$ cat config.mk
export PLATFORM = sky130hd
export DESIGN_NAME = pwr_mode_seq
export DESIGN_NICKNAME = d
export VERILOG_FILES = /design/src/rtl/pwr_mode_seq.sv
export SDC_FILE = /design/constraint.sdc
export NUM_CORES = 1
export LEC_CHECK = 0
export ABC_AREA = 1
export BUFFER_PORTS_ARGS = -buffer_cell sky130_fd_sc_hd__buf_2
export CORE_MARGIN = 8
export CORE_UTILIZATION = 41
export DETAILED_ROUTE_END_ITERATION = 6
export GPL_ROUTABILITY_DRIVEN = 0
export PLACE_DENSITY_LB_ADDON = 0.1
export SYNTH_ARGS = -nofsm -noshare
export SYNTH_HDL_FRONTEND = slang
export SYNTH_SLANG_ARGS = --single-unit
$ cat constraint.sdc
create_clock -name clk -period 1.1 [get_ports clk]
set_input_delay 0 -clock clk [delete_from_list [all_inputs] [get_ports clk]]
set_output_delay 0 -clock clk [all_outputs]
set_load 0.05 [all_outputs]
$ cat src/rtl/pwr_mode_seq.sv
module pwr_mode_seq #(
  parameter int DIVW      = 3,
  parameter int SLOW0_MAX = 1
) (
  input  logic            clk,
  input  logic            rst_n,
  input  logic            hs_sel,
  input  logic [DIVW-1:0] div_sel,
  input  logic            idle_en,
  input  logic            sys_keep,
  input  logic            halt_stb,
  input  logic            hs_ready,
  input  logic            wake,
  output logic [2:0]      mode,
  output logic            clk_src,
  output logic [DIVW-1:0] clk_div,
  output logic            sys_clk_en,
  output logic            tb_clk_en,
  output logic            sub_clk_en,
  output logic            wdt_clr,
  output logic            pd_set,
  output logic            to_clr
);
  localparam logic [2:0] M_NORM  = 3'd0;
  localparam logic [2:0] M_SLOW0 = 3'd1;
  localparam logic [2:0] M_SLOW1 = 3'd2;
  localparam logic [2:0] M_SLEEP = 3'd3;
  localparam logic [2:0] M_IDLE0 = 3'd4;
  localparam logic [DIVW-1:0] S0_TOP = DIVW'(SLOW0_MAX);

  logic [2:0]      mode_q, ret_q;
  logic [DIVW-1:0] div_q;
  logic            entry_q;

  wire       active     = (mode_q == M_NORM) || (mode_q == M_SLOW0) || (mode_q == M_SLOW1);
  wire [2:0] want       = hs_sel ? M_NORM : ((div_sel > S0_TOP) ? M_SLOW1 : M_SLOW0);
  wire       hs_blocked = (mode_q == M_SLOW0) && (want != M_SLOW0) && !hs_ready;
  wire       go_sleep   = active && halt_stb && !idle_en;
  wire       go_idle    = active && halt_stb && idle_en && !sys_keep;
  wire [2:0] run_mode   = active ? mode_q : ret_q;

  always_ff @(posedge clk) begin
    if (!rst_n) begin
      mode_q  <= M_NORM;
      ret_q   <= M_NORM;
      div_q   <= '0;
      entry_q <= 1'b0;
    end else begin
      entry_q <= 1'b0;
      if (go_sleep || go_idle) begin
        mode_q  <= go_sleep ? M_SLEEP : M_IDLE0;
        ret_q   <= mode_q;
        entry_q <= 1'b1;
      end else if (active) begin
        if (!hs_blocked) begin
          mode_q <= want;
          if (want == M_SLOW1) div_q <= div_sel;
        end
      end else if (wake) begin
        mode_q <= ret_q;
      end
    end
  end

  assign mode       = mode_q;
  assign clk_src    = (run_mode != M_SLOW0);
  assign clk_div    = (run_mode == M_SLOW1) ? div_q : '0;
  assign sys_clk_en = active;
  assign tb_clk_en  = (mode_q != M_SLEEP);
  assign sub_clk_en = 1'b1;
  assign wdt_clr    = entry_q;
  assign pd_set     = entry_q;
  assign to_clr     = entry_q;
endmodule


; Yosys cells after proc, flatten, opt, wreduce, memory -nomap -nowiden
; Index checks and enable logic that the tools add are counted.
[classes]
reduce_logical = 16
add_sub_neg = 0
order_cmp = 1
n_bitwise = 2
muxes = 10
n_eq_ne = 8
div = 0
multipliers = 0
shifts = 0
[ops]
columns = cell, n
row1 = $mux 3, 7
row2 = $eq 3x2->1 const B, 2
row3 = $logic_and 1x1->1, 6
row4 = $ne 3x2->1 const B, 2
row5 = $mux 2, 2
row6 = $reduce_and 4->1, 1
row7 = $eq 3x1->1 const B, 1
row8 = $gt 3x1->1 const B, 1
row9 = $logic_not 1->1, 3
row10 = $logic_not 3->1, 1
row11 = $logic_or 1x1->1, 3
row12 = $ne 3x1->1 const B, 1
row13 = $reduce_bool 3->1, 1
row14 = $eq 2x2->1 const B, 1
row15 = $ne 2x1->1 const B, 1
row16 = $not 1->1, 2
row17 = $reduce_and 2->1, 1
row18 = $mux 1, 1
[word_totals]
reg_bits = 10
latch_bits = 0
memories = 0
mem_bits_ro = 0
elab_cells = 41
inputBits = 11
ramBits = 0
output_inout_bits = 13

; Longest topological paths before layout
; Gate-level depths: netlist of run 1.
[depth]
depth_word = 9
ltp_mapped = 9
ltp_nobuf = 9

; Worst setup path before layout of run 1
; Ideal clock, no wire load.
[synth_path]
path_kind = flip-flop to output port
startpoint = reg mode_q[1], in the netlist mode[1]
endpoint = out clk_div[0]
required_ns = 1.100
stages_incl_launch_ff = 7
arrival_ns = 1.879
slack_ns = -0.779
cell_sequence = dfxtp_1 -> nand2_2 -> nand2_4 -> nand2_1 -> a21oi_1 -> nand2_1 -> nor2_1
[synth_via]
elab_chain_len = 6
word_cells_on_any_way = 8
classes_between = eq/ne: 3 / mux: 2 / reduce/logical: 3
[synth_lines]
columns = item, line
row1 = start: declaration, 31  ; logic [2:0] mode_q, ret_q;
row2 = start signal: assignment, 51  ; mode_q <= go_sleep ? M_SLEEP : M_IDLE0;
row3 = start signal: assignment, 56  ; mode_q <= want;
row4 = start signal: assignment, 60  ; mode_q <= ret_q;
row5 = $eq 3x1->1 or $logic_not 3->1 (tied branches), 35  ; wire active = (mode_q == M_NORM) || (mode_q == M_SLOW0) || (mode_q == M_SLOW1);
row6 = $logic_or 1x1->1 (2 in series), 35
row7 = $mux 3 (*), 40  ; wire [2:0] run_mode = active ? mode_q : ret_q;
row8 = $eq 3x2->1 (*), 67  ; assign clk_div = (run_mode == M_SLOW1) ? div_q : '0;
row9 = $mux 3 (*), 67
row10 = end: declaration, 16  ; output logic [DIVW-1:0] clk_div,
; Every way passes the cells marked *; elsewhere a longest branch is shown, timed or not.

; Worst setup path after layout of run 1
[layout_path]
startpoint = reg mode_q[0], in the netlist mode[0]
endpoint = out clk_div[2]
; The elaborated chain is that of the path after synthesis.

==> impl_metrics.csv, run 1 <==
group,metric,value,unit
run_status,status,"finished with violations",
run_status,failed_checks,"setup timing",
worst_setup_path,cp_slowest_stage_delay,0.37,ns
clock_tree,cts_tree,"done",
drt,wl,1673,um
placed_design,dp_cells,139,
worst_setup_path,critical_path_arrival,1.38,ns
synthesis,synth_fp_nets,110,
clock_tree,cts_max_path_buffers,2,
layout,fin_nets,143,
floorplanning,dieWidth,54.55,um
layout,finish.utilization,0.6971,
power,ir_drop,0.9015,mV
drt,routed-via-count,686,
global_routing,grt.overflow.total,0,
sta,layout_min_cycle_time,1.380,ns
clock_tree,cts.sinks,10,
floorplanning,rows,14,
floorplanning,die_h,54.55,um
synthesis,ys_seq_elements,10,
synthesis,synth.distinct_cells,19,
sta,setup-violations-final,15,
clock_tree,root_buffer,"clkbuf_4",
worst_setup_path,r2r_slack,-0.28,ns
sta,rsz0062_at_grt,"true",
worst_setup_path,endpoint_kind,"primary output",
sta,clock.fmax,724.7,MHz
floorplanning,start_util,0.4191,
sta,timing.final.ws_setup,-0.2798,ns
layout,syn_to_final_growth,66.32,%
global_routing,grt_pass1_wl,2546,um
clock_tree,clk_latency,0.26,ns
layout,drive_gt1_frac,0.4733,
synthesis,synth_cells,99,
run,drv_cap,0,
layout,design_area,1013,um2
global_routing,grt_pass1_vias,615,
global_routing,grt_max_degree,11,
power,power.total,1.305,mW
placed_design,place_area,834.6,um2
worst_setup_path,crit_path_start_kind,"register",
floorplanning,core_area,1454,um2
sta,hold_slack,0.002753,ns
placed_design,io_buffer_count,22,
synthesis,synthTopCellsByArea,"dfxtp_1 33%, nand2_1 17%, nor2_1 12%",
min_path,holdCritPathClass,"input port to register",
layout,layout.cells.non_filler,147,
drt,drc_errors,0,
global_routing,grt_usage,0.1155,
worst_setup_path,path_common_cell,"nand2_4",
synthesis,synth_area_per_cell,6.155,um2
worst_setup_path,cp_data_required_time,1.10,ns
drt,ant_nets,0,
clock_tree,path_clk_slew,0.07,ns
floorplanning,dieArea,2976,um2
synthesis,yosysTopAreaCell,"dfxtp_1",
worst_setup_path,slowest_stage,"dfxtp_4",
drt,avgViaCountPerCell,4.667,
layout,layout_common_cells,"20 x nand2_1, 16 x buf_2, 14 x nor2_1",
layout,antenna_cells,0,
worst_setup_path,critPathMaxFanout,5,
worst_setup_path,path_buf_inv,1,
synthesis,synth-warning-count,0,
synthesis,syn_area,609.3,um2
worst_setup_path,crit_type,"register to primary output",
synthesis,synth-seq-area-share,0.3285,
global_routing,antenna_found_initial,0,
sta,slew_violations,0,
power,powerDensity,1288,nW/um2
layout,final_common_cell,"nand2_1",
layout,fill_cells,127,
clock_tree,cts.htree.levels,1,
power,p_leak,0.5108,nW
sta,hold_viol,0,
worst_setup_path,path_cells,"nand2_4, nand2_8, nand2_4, nand2_4, a21oi_4, nand2_4, nor2_4, buf_8",
worst_setup_path,path_delay_family,"simple AND/OR/NAND/NOR gates",
clock_tree,cts_buffers,3,
sta,clock-skew-final,0.003268,ns
drt,drtIter0Drc,18,
synthesis,yosys.area.top_type_share,0.3285,
placed_design,dp.final_hpwl,1279,um
drt,dr.pass1.iters,4,
floorplanning,ioPinCount,24,
sta,post-route-period-util,1.254,
drt,wl_per_cell,11.38,um
==> stage by stage <==
stage,setup slack [ns],TNS [ns]
floorplan,-0.1636,-1.325
global placement,-0.1470,-0.9896
detailed placement,-0.1571,-1.174
CTS,-0.3135,-3.055
global route,-0.3504,-3.749
finish,-0.2798,-2.841
==> cell type report <==
cell class | count | area [um2] | share of cell area
clock buffers | 3 | 22.52 | 0.02222
repair buffers | 32 | 255.2 | 0.2519
well taps | 16 | 20.02 | 0.01975
clock inverters | 1 | 3.754 | 0.003704
flip-flops and latches | 10 | 211.5 | 0.2086
multi-input cells | 70 | 431.7 | 0.4259
inverters | 15 | 68.82 | 0.06790
==> synth_stat cells <==
master    number
nand2_1       27
nor2_1        20
inv_1         12
dfxtp_1       10
o21ai_0        6
a21oi_1        3
buf_4          3
inv_2          3
nand3_1        3
nand2_2        2
nand4_1        2
clkbuf_1       1
conb_1         1
nand2_4        1
nand3_2        1
nor2_2         1
nor2_4         1
o21ai_4        1
or2_0          1
==> kinds of logic (layout without fill, tap and decap cells) <==
logic type             count (synthesis)  count (layout)  share of synthesized area
AND/OR/NAND/NOR                       59              59                     0.4292
buffers and inverters                 19              51                     0.1355
AO/OA/AOI/OAI                         10              10                     0.1006
flip-flops                            10              10                     0.3285
other                                  1               1                   0.006154
==> worst paths after layout <==
kind,from,to,cells past startpoint
setup reg to reg,mode[0],mode[2],10
hold / removal,div_sel[1],div_q[1],3
hold reg to reg,ret_q[2],ret_q[2],2
setup / recovery,mode[0],clk_div[2],8
==> state kept, by name, summed over array words and instances, names as in the netlist <==
register / cells
div_q: 3
ret_q: 3
pd_set: 1
mode: 3
==> layer usage <==
metal	global-route usage	routed length [um]	vias to the layer above
li1	-	-	364
met1	0.1504	764	300
met2	0.1698	753	18
met3	0.03804	134	4
met4	0.04918	21	0
met5	0	0	-
==> power breakdown <==
part / leakage (nW) / internal (mW) / switching, mW / total [mW]
clock: 0.0154 / 0.131 / 0.127 / 0.258
combinational: 0.411 / 0.229 / 0.381 / 0.610
sequential: 0.0843 / 0.400 / 0.0364 / 0.437
total: 0.511 / 0.761 / 0.545 / 1.31
==> tightest hold or removal path, delay by kind of cell <==
| kind | cells | cell delay, ns |
|---|---|---|
| AND/OR/NAND/NOR | 2 | 0.13 |
| buffers and inverters | 1 | 0.10 |
==> timing repair <==
item | CTS | global route
pin swaps | 7 | 8
hold buffers | 2 | 0
setup endpoints to repair | 13 | 16
resized for setup | 15 | 20
hold endpoints to repair | 2 | 0
setup buffers | 2 | 1
(Power assumes the default switching activity.)
==> run 2, diff against run 1 <==
- BUFFER_PORTS_ARGS: -buffer_cell sky130_fd_sc_hd__buf_2 -> -buffer_cell sky130_fd_sc_hd__buf_4
- CTS_BUF_LIST: unset -> sky130_fd_sc_hd__clkbuf_16
- SKIP_LAST_GASP: unset -> 1
==> impl_metrics.csv, run 2 (synthesis gave the netlist of run 1 again) <==
group,metric,value,unit
run_status,status,"finished with violations",
run_status,failed_checks,"setup timing",
clock_tree,cts_max_path_buffers,2,
sta,setup-violations-final,15,
clock_tree,root_buffer,"clkbuf_16",
worst_setup_path,path_cells,"inv_6, nand2_8, nand2_4, nand2_4, a21oi_2, nand2_2, nor2_4, buf_8",
floorplanning,core_area,1454,um2
power,p_seq_frac,0.251,
drt,wl_per_cell,12.80,um
worst_setup_path,cp_slowest_stage_delay,0.36,ns
clock_tree,cts_tree,"done",
global_routing,grt_pass1_wl,3022,um
drt,ant_nets,0,
global_routing,grt_max_degree,11,
worst_setup_path,path_delay_family,"simple AND/OR/NAND/NOR gates",
floorplanning,dieWidth,54.55,um
sta,post-route-period-util,1.282,
power,combinationalPowerShare,0.368,
run,drv_cap,0,
layout,layout.cells.non_filler,149,
worst_setup_path,critPathMaxFanout,5,
power,p_leak,0.5487,nW
layout,antenna_cells,0,
global_routing,grt_pass1_vias,692,
drt,dr.pass1.iters,4,
placed_design,post-place-ws,-0.1630,ns
layout,final_common_cell,"buf_4",
floorplanning,start_util,0.4191,
power,power.internal,1.126,mW
power,p_sw,0.5939,mW
floorplanning,rows,14,
clock_tree,cts_buffers,3,
power,power.share.clock,0.381,
layout,syn_to_final_growth,78.03,%
min_path,holdCritPathClass,"input port to register",
clock_tree,clk_latency,0.24,ns
clock_tree,cts.sinks,10,
worst_setup_path,path_common_cell,"nand2_4",
drt,drtIter0Drc,10,
global_routing,antenna_found_initial,0,
drt,met1_length,791,um
worst_setup_path,slowest_stage,"dfxtp_4",
placed_design,io_buffer_count,22,
worst_setup_path,path_buf_inv,2,
global_routing,grt_usage,0.1453,
power,power.total,1.720,mW
sta,layout_min_cycle_time,1.410,ns
worst_setup_path,endpoint_kind,"primary output",
sta,hold_viol,0,
drt,wl,1907,um
drt,wl_met3,166,um
clock_tree,path_clk_slew,0.04,ns
worst_setup_path,crit_type,"register to primary output",
floorplanning,die_h,54.55,um
layout,layout_common_cells,"27 x buf_4, 20 x nand2_1, 16 x nor2_1",
global_routing,grt.overflow.total,0,
drt,drc_errors,0,
drt,top_layer,"met4",
sta,rsz0062_at_grt,"true",
worst_setup_path,critical_path_arrival,1.41,ns
power,power_switching_share,0.3453,
power,ir_drop,1.158,mV
sta,finalSetupTns,-2.802,ns
layout,fin_nets,145,
sta,clock-skew-final,0.001982,ns
power,powerDensity,1586,nW/um2
sta,timing.final.ws_setup,-0.3101,ns
floorplanning,dieArea,2976,um2
placed_design,dp.final_hpwl,1244,um
sta,slew_violations,0,
sta,clock.fmax,709.1,MHz
clock_tree,cts.htree.levels,1,
drt,dr_wl_met2,915,um
placed_design,dp_cells,140,
drt,avgViaCountPerCell,4.705,
layout,drive_gt1_frac,0.4737,
drt,routed-via-count,701,
floorplanning,ioPinCount,24,
layout,finish.utilization,0.7461,
worst_setup_path,crit_path_start_kind,"register",
worst_setup_path,cp_data_required_time,1.10,ns
## run 2: cell types whose count changed in the layout (fill, tap and decap cells not counted), sizes merged
cell	delta
buf	+3
dlygate4sd3	-1
## run 2: timing repair
item	in CTS	in global routing
pin swaps	8	4
endpoints found under the setup margin	12	15
setup buffers	2	2
gates resized for setup	10	14
hold endpoints to repair	1	0
hold buffers	1	0
cloned	0	0
## run 2: metal layers
metal  vias to the layer above  global-route usage
met1                       313              0.1577
li1                        366                   -
met2                        17              0.2328
met5                         -                   0
met4                         0             0.07787
met3                         5             0.06522
## run 2: path summary, 6_finish.rpt
path | end | cells after the start | startpoint | slack [ns]
max | clk_div[0] | 8 | mode[2] | -0.31
min | div_q[2] | 3 | div_sel[2] | 0.01
max reg2reg | mode[1] | 10 | mode[1] | -0.26
min reg2reg | ret_q[2] | 2 | ret_q[2] | 0.44
## run 2: final cells by class
cell class	instances	area [um2]
Clock buffer	3	75.07
Clock inverter	1	3.754
Fill cell	115	369.1
Inverter	15	66.31
Multi-Input combinational cell	70	412.9
Sequential cell	10	211.5
Tap cell	16	20.02
Timing Repair Buffer	34	295.3
## run 2: power by group through the flow
| stage | Combinational [mW] | Clock (mW) | Sequential [mW] |
|---|---|---|---|
| after floorplan | 0.319 | 0 | 0.490 |
| after global placement | 0.531 | 0 | 0.436 |
| after detailed placement | 0.534 | 0 | 0.435 |
| after CTS | 0.576 | 0.658 | 0.433 |
| after global routing | 0.683 | 0.683 | 0.438 |
| final | 0.632 | 0.655 | 0.433 |
## run 2: through the flow
stage	area [um2]	hold WS (ns)
floorplan	673.1	0.1158
global placement	884.6	0.2086
detailed placement	884.6	0.2109
CTS	1023	0.01201
global route	1085	0.02659
finish	1085	0.01424
## run 2: worst min-delay path: stages
cell	delay (ns)
buf_4	0.09
nor2_1	0.04
nor2_1	0.08
